## src/rtl/lpc_pkg.sv

```systemverilog
package lpc_pkg;

  typedef enum logic [1:0] {
    MODE_RUN  = 2'd0,
    MODE_IDLE = 2'd1,
    MODE_PD   = 2'd2
  } lpMode_e;

  // strobes from control to datapath
  typedef struct packed {
    lpMode_e tgtMode;
    logic    syncRst;
  } ctlStrobe_t;

endpackage

```

## src/rtl/lpc_ctrl.sv

```systemverilog
module lpc_ctrl
  import lpc_pkg::*;
#(
  parameter int DATA_W   = 8,
  parameter int IDLE_BIT = 0,
  parameter int PD_BIT   = 1,
  parameter int KEEP_BIT = 4
) (
  input  logic              clk,
  input  logic              rst,
  input  logic              wrEn,
  input  logic [DATA_W-1:0] wrData,
  input  logic              irqReq,
  output logic [DATA_W-1:0] ctrlRd,
  output ctlStrobe_t        strobe
);

  localparam logic [DATA_W-1:0] KEEP_MASK = DATA_W'(1) << KEEP_BIT;
  localparam logic [DATA_W-1:0] IDLE_MASK = DATA_W'(1) << IDLE_BIT;

  logic [DATA_W-1:0] ctrlReg;
  logic [DATA_W-1:0] wrFiltered;
  logic              sleepPending;
  logic              wakeIdle;

  assign sleepPending = ctrlReg[IDLE_BIT] | ctrlReg[PD_BIT];
  assign wakeIdle     = irqReq & ctrlReg[IDLE_BIT] & ~ctrlReg[PD_BIT];

  // deep sleep wins over shallow sleep in one write
  always_comb begin
    wrFiltered = wrData;
    if (wrData[PD_BIT]) wrFiltered = wrData & ~IDLE_MASK;
  end

  always_ff @(posedge clk) begin
    if (rst) begin
      ctrlReg <= ctrlReg & KEEP_MASK;
    end else if (wrEn && !sleepPending) begin
      ctrlReg <= wrFiltered;
    end else if (wakeIdle) begin
      ctrlReg[IDLE_BIT] <= 1'b0;
    end
  end

  always_comb begin
    strobe.syncRst = rst;
    if (ctrlReg[PD_BIT])        strobe.tgtMode = MODE_PD;
    else if (ctrlReg[IDLE_BIT]) strobe.tgtMode = MODE_IDLE;
    else                        strobe.tgtMode = MODE_RUN;
  end

  assign ctrlRd = ctrlReg;

  // deep-sleep bit only leaves through reset
  a_r10_pd_sticky: assert property (@(posedge clk) disable iff (rst)
    ctrlReg[PD_BIT] |=> ctrlReg[PD_BIT]);

  // interrupt clears the shallow-sleep bit
  a_r6_irq_wake: assert property (@(posedge clk) disable iff (rst)
    (ctrlReg[IDLE_BIT] && !ctrlReg[PD_BIT] && irqReq) |=> !ctrlReg[IDLE_BIT]);

  // writes while a sleep bit is set leave the byte alone
  a_r8_write_blocked: assert property (@(posedge clk) disable iff (rst)
    (sleepPending && wrEn && !irqReq) |=> $stable(ctrlReg));

  // both sleep bits written together keep deep sleep only
  a_r2_pd_priority: assert property (@(posedge clk) disable iff (rst)
    (wrEn && !sleepPending && wrData[IDLE_BIT] && wrData[PD_BIT])
      |=> (ctrlReg[PD_BIT] && !ctrlReg[IDLE_BIT]));

endmodule

```

## src/rtl/lpc_dpath.sv

```systemverilog
module lpc_dpath
  import lpc_pkg::*;
#(
  parameter int NUM_DOM = 3
) (
  input  logic         clk,
  input  ctlStrobe_t   strobe,
  output logic         divClk,
  output logic [NUM_DOM-1:0] domEn,
  output lpMode_e      modeQ
);

  localparam int CPU_IDX = 0;

  logic phase;

  // domain 0 runs only in run mode; the rest stop only in deep sleep
  function automatic logic domainOn(lpMode_e m, int d);
    if (d == CPU_IDX) return m == MODE_RUN;
    return m != MODE_PD;
  endfunction

  always_ff @(posedge clk) begin
    if (strobe.syncRst) begin
      phase <= 1'b0;
      modeQ <= MODE_RUN;
    end else begin
      phase <= ~phase;
      if (phase) modeQ <= strobe.tgtMode;
    end
  end

  for (genvar d = 0; d < NUM_DOM; d++) begin : g_dom
    always_ff @(posedge clk) begin
      if (strobe.syncRst)  domEn[d] <= 1'b1;
      else if (phase)      domEn[d] <= domainOn(strobe.tgtMode, d);
    end
  end

  assign divClk = phase;

  // divided clock alternates every raw edge
  a_r1_div_toggle: assert property (@(posedge clk) disable iff (strobe.syncRst)
    phase |=> !phase);

  // enables move only when the divided clock falls
  a_r3_low_phase_update: assert property (@(posedge clk) disable iff (strobe.syncRst)
    !$stable(domEn) |-> ($past(phase) || $past(strobe.syncRst)));

  // deep-sleep target drops every enable at the slot
  a_r5_pd_all_off: assert property (@(posedge clk) disable iff (strobe.syncRst)
    (phase && strobe.tgtMode == MODE_PD) |=> (domEn == '0));

  // shallow-sleep target stops only the processor domain
  a_r4_idle_cpu_off: assert property (@(posedge clk) disable iff (strobe.syncRst)
    (phase && strobe.tgtMode == MODE_IDLE) |=> (!domEn[CPU_IDX] && domEn[NUM_DOM-1]));

endmodule

```

## src/rtl/lpc_clock_ctrl.sv

```systemverilog
module lpc_clock_ctrl
  import lpc_pkg::*;
#(
  parameter int DATA_W   = 8,
  parameter int IDLE_BIT = 0,
  parameter int PD_BIT   = 1,
  parameter int KEEP_BIT = 4
) (
  input  logic              clk,
  input  logic              rst,
  input  logic              wrEn,
  input  logic [DATA_W-1:0] wrData,
  input  logic              irqReq,
  output logic              divClk,
  output logic              cpuClkEn,
  output logic              perClkEn,
  output logic              oscEn,
  output logic [1:0]        modeStatus,
  output logic [DATA_W-1:0] ctrlRd
);

  localparam int NUM_DOM = 3;

  ctlStrobe_t         strobe;
  logic [NUM_DOM-1:0] domEn;
  lpMode_e            modeQ;

  lpc_ctrl #(
    .DATA_W(DATA_W), .IDLE_BIT(IDLE_BIT), .PD_BIT(PD_BIT), .KEEP_BIT(KEEP_BIT)
  ) u_ctrl (
    .clk(clk), .rst(rst), .wrEn(wrEn), .wrData(wrData), .irqReq(irqReq),
    .ctrlRd(ctrlRd), .strobe(strobe)
  );

  lpc_dpath #(.NUM_DOM(NUM_DOM)) u_dpath (
    .clk(clk), .strobe(strobe), .divClk(divClk), .domEn(domEn), .modeQ(modeQ)
  );

  assign cpuClkEn   = domEn[0];
  assign perClkEn   = domEn[1];
  assign oscEn      = domEn[2];
  assign modeStatus = modeQ;

endmodule

```

## config.mk

```make
export PLATFORM = sky130hd
export DESIGN_NAME = lpc_clock_ctrl
export DESIGN_NICKNAME = d
export VERILOG_FILES = /design/src/rtl/lpc_pkg.sv /design/src/rtl/lpc_ctrl.sv /design/src/rtl/lpc_dpath.sv /design/src/rtl/lpc_clock_ctrl.sv
export SDC_FILE = /design/constraint.sdc
export NUM_CORES = 1
export LEC_CHECK = 0
export BUFFER_PORTS_ARGS = -buffer_cell sky130_fd_sc_hd__buf_2
export CAP_MARGIN = 20
export CORE_MARGIN = 2
export CORE_UTILIZATION = 35
export DETAILED_ROUTE_END_ITERATION = 12
export PLACE_DENSITY_LB_ADDON = 0.12
export SLEW_MARGIN = 5
export SYNTH_ARGS = -nofsm -noshare
export SYNTH_HDL_FRONTEND = slang
export SYNTH_SLANG_ARGS = --single-unit
```

## constraint.sdc

```tcl
create_clock -name clk -period 1.8 [get_ports clk]
set_clock_uncertainty 0.2 [all_clocks]
set_input_delay 0.36 -clock clk [delete_from_list [all_inputs] [get_ports clk]]
set_output_delay 0.36 -clock clk [all_outputs]
set_load 0.03 [all_outputs]
```

# Word level (Yosys, flattened, before mapping)
# Index checks and enable logic that the tools add are counted.
# classes
n_bitwise,6
muxes,8
reduce_logical,5
eq_ne,1
# ops
cell,n
$mux W1,6
$mux W2,2
$not A1 Y1,3
$and A1 B1 Y1,2
$logic_not A2 Y1,1
$ne A2 B2 Y1 const B,1
$reduce_and A2 Y1,1
$reduce_bool A2 Y1,1
$logic_and A1 B1 Y1,1
$logic_not A1 Y1,1
$or A1 B1 Y1,1
# totals
reg_bits,13
input_bits,12
out_inout_bits,14
word_cells,27

# Depth between registers and ports, before layout
# logic_depth
ltp_word,4
depth_mapped,4
mapped_depth_nobuf,2

# Hierarchy
# A second synthesis with hierarchy kept.
# unflattened
hier_cells,53
hier_area_um2,563.0
# modules_own_cells
mod,seq_area_each_um2,area_each_um2,instances,cells_each
lpc_ctrl,170.2,376.6,1,35
lpc_dpath,100.1,186.4,1,18

# Worst setup path before layout
# OpenSTA, ideal clock, no wires.
# synth_path
kind,reg-to-reg
startpoint,"reg u_ctrl.ctrlReg[0], in the netlist u_ctrl.ctrlRd[0]"
endpoint,"reg u_ctrl.ctrlReg[4], in the netlist u_ctrl.ctrlRd[4], enable pin"
setup_time_ps,300
slack_ps,291
path_stages_with_launch,3
synth_period_minus_slack_ps,1509
t_arrival_ps,1009
path_buffers,0
required_time_ps,1300
cell_sequence,dfxtp_1 nor3b_4 nor2b_1
# synth_between
elab_chain_len,4
# synth_lines
item,line_no,rtl
from (decl),lpc_ctrl.sv:21,logic [DATA_W-1:0] ctrlReg;
from (signal assigned),lpc_ctrl.sv:37,ctrlReg <= ctrlReg & KEEP_MASK;
from (signal assigned),lpc_ctrl.sv:39,ctrlReg <= wrFiltered;
$or A1 B1 Y1,lpc_ctrl.sv:26,assign sleepPending = ctrlReg[IDLE_BIT] | ctrlReg[PD_BIT];
$logic_not A1 Y1,lpc_ctrl.sv:38,end else if (wrEn && !sleepPending) begin
$logic_and A1 B1 Y1,lpc_ctrl.sv:38,
$reduce_and A2 Y1 (no source line),n/a,
# No other way between the ends.
# A chain may end at the register's enable or synchronous reset.

# Worst setup path after layout
# layout_path
startpoint,"reg u_ctrl.ctrlReg[1], in the netlist u_ctrl.ctrlRd[1]"
endpoint,out ctrlRd[1]
# layout_lines
item,line_no,rtl
to (decl),lpc_clock_ctrl.sv:19,output logic [DATA_W-1:0] ctrlRd
# No word-level cell between the ends.

==> flow_metrics.py <==
metrics = {
    "status": {
        "status": "complete, no violations",
    },
    "timing": {
        "tns_ps": 0,
        "clock.fmax_ghz": 0.638,
        "worst_pin_slew_ps": 278,
        "hold_viol_final": 0,
        "setup_violations": 0,
        "finalCritPeriodShare_pct": 87.1,
        "maxSlewHeadroom_pct": 81.4,
        "period_needed_ps": 1570,
        "fin_ws_ps": 232,
        "rsz0062_at_grt": "false",
        "final_max_slew_viol_count": 0,
    },
    "global_route": {
        "grt.total_usage_pct": 13.3,
        "grt_pass1_vias": 420,
        "grt_pass1_wl_mm": 1.80,
        "antenna_found_initial": 0,
        "overflow": 0,
        "grt_max_degree": 20,
    },
    "drt": {
        "wl_mm": 1.06,
        "detail_route.wl_per_cell_um": 11.4,
        "final_antenna_net_count": 0,
        "dr.pass1.iters": 3,
        "avgViaCountPerCell": 4.76,
        "dr_total_vias": 443,
        "drc": 0,
        "drt_first_iter_violations": 2,
    },
    "cts": {
        "worstSkewPairLatency_ps": 270,
        "h-tree-depth": 1,
        "max-clock-path-buffers": 2,
        "clkSinkCount": 13,
        "cts_setup_buffers": 0,
        "clk_pin_slew_ps": 80,
        "cts_hold_buf": 0,
        "cts_tree": "done",
        "cts_root_buf": "clkbuf_4",
        "cts_buffers": 3,
        "ctsResizeCount": 0,
    },
    "critical_path": {
        "cp_max_fo": 7,
        "rrSetupSlack_ps": 550,
        "path_delay_family": "flip-flops",
        "crit_path_start_kind": "flip-flop",
        "reg2reg_to": "u_dpath.domEn[0]",
        "slowest_stage": "dfxtp_1",
        "arrival_ps": 1010,
        "required_ps": 1240,
        "reg2reg_depth": 2,
        "max_stage_delay_ps": 480,
        "end_kind": "output port",
        "path_cells": "buf_2",
        "timing.rr.start": "u_ctrl.ctrlRd[1]",
        "crit_type": "flip-flop to output port",
        "path_buf_inv": 1,
    },
    "logic_synthesis": {
        "synth_nets": 64,
        "synth_area_sq_um": 554,
        "seq_area_frac_synth_pct": 48.8,
        "ys_seq_elements": 13,
        "yosysWarnings": 0,
        "syn_inst": 52,
        "synth_top_area_cell": "dfxtp_1",
        "yosysTopAreaCellShare_pct": 43.3,
        "syn_area_per_cell_sq_um": 10.7,
        "synth_cell_types": 17,
        "synth_area_leaders": "dfxtp_1 (43%), nand2b_1 (12%), mux2i_1 (11%)",
    },
    "layout": {
        "syn_to_final_growth_pct": 26.9,
        "stdcell_count": 93,
        "drive_above_1_share_pct": 39.0,
        "layout_common_cells": "buf_2 (25), dfxtp_1 (12), nand2b_1 (11), mux2i_1 (6), nor2b_1 (5)",
        "antenna_cells": 0,
        "nets": 90,
        "final_common_cell": "buf_2",
    },
    "die": {
        "core_region_area_sq_um": 1490,
        "dieArea_sq_um": 1920,
        "ios": 26,
        "die_h_um": 43.8,
        "dieWidth_um": 43.8,
        "initial_core_util_pct": 37.2,
        "placementRows": 14,
    },
    "placement": {
        "gp_congestion": 0.662,
        "numPortBuffers": 25,
        "dp_cells": 89,
        "pre_cts_ws_ps": 503,
        "dpl.hpwl_um": 799,
    },
    "worst_hold_path": {
        "hold_depth": 1,
        "worstHoldStart": "wrData[4]",
        "hold_path.class": "primary input to flip-flop",
        "whs_endpoint": "u_ctrl.ctrlRd[4]",
    },
    "power": {
        "powerDensity_nw_per_um2": 900,
        "vdd_drop_max_v": 0.000432,
        "p_leak_uw": 0.000320,
    },
    "flow_run": {
        "drv_cap": 0,
    },
}
-- layout make-up --
cell class                 count  area [sq um]
multi-input combinational     32           246
sequential                    13           270
timing repair buffer          26           133
clock buffer                   4          26.3
inverter                       2          7.51
tap                           16          20.0
fill                         163           786
-- logic make-up after synthesis --
logic type	synth area share (%)
AO/OA/AOI/OAI	7.45
AND/OR/NAND/NOR	26.2
flip-flops	48.8
buffers and inverters	6.77
multiplexers	10.8
-- synthesized netlist by cell type (all sizes together) --
library cell / number
a21oi: 1
buf: 5
dfxtp: 12
inv: 2
edfxtp: 1
a221oi: 1
mux2i: 6
nand4bb: 1
nor2: 2
nand3b: 1
a311o: 1
a211o: 1
o2bb2ai: 1
nor2b: 5
nand2b: 11
nor3b: 1
-- worst max path at each step --
| stage | from | to | depth (start not counted) |
|---|---|---|---|
| finish | u_ctrl.ctrlRd[1] | ctrlRd[1] | 1 |
| global route | u_ctrl.ctrlRd[1] | ctrlRd[1] | 1 |
| CTS | u_ctrl.ctrlRd[1] | ctrlRd[1] | 1 |
| detailed placement | wrEn | u_ctrl.ctrlRd[5] | 4 |
| global placement | u_ctrl.ctrlRd[1] | ctrlRd[1] | 1 |
| floorplan | u_ctrl.ctrlRd[0] | u_ctrl.ctrlRd[4] | 2 |
-- where the power goes --
group	switching (uW)	total (uW)	internal (uW)
logic	75.9	129	53.1
registers	16.6	328	311
clock network	90.5	176	85.7
total	183	633	450
-- registers in the layout, summed over array words and instances (netlist names) --
register,flops
u_dpath.domEn,2
u_ctrl.ctrlRd,8
u_dpath.modeQ,2
u_dpath.divClk,1
-- metrics by stage --
step | area [sq um] | hold slack (ps) | total power, uW | util [%]
2_1_floorplan | 554 | 259 | 428 | -
3_3_place_gp | 677 | 264 | 465 | 45.5
3_5_place_dp | 677 | 264 | 466 | 45.5
4_1_cts | 703 | 63.4 | 650 | 47.2
5_1_grt | 703 | 51.4 | 673 | 47.2
6_report | 703 | 75.1 | 633 | 47.2
-- metal layers --
metal | track usage [%] | routed length [um]
met5 | 0 | 0
met1 | 15.9 | 463
met3 | 4.17 | 83
met2 | 20.3 | 499
met4 | 9.09 | 11
Power figures use the tool's default switching activity.
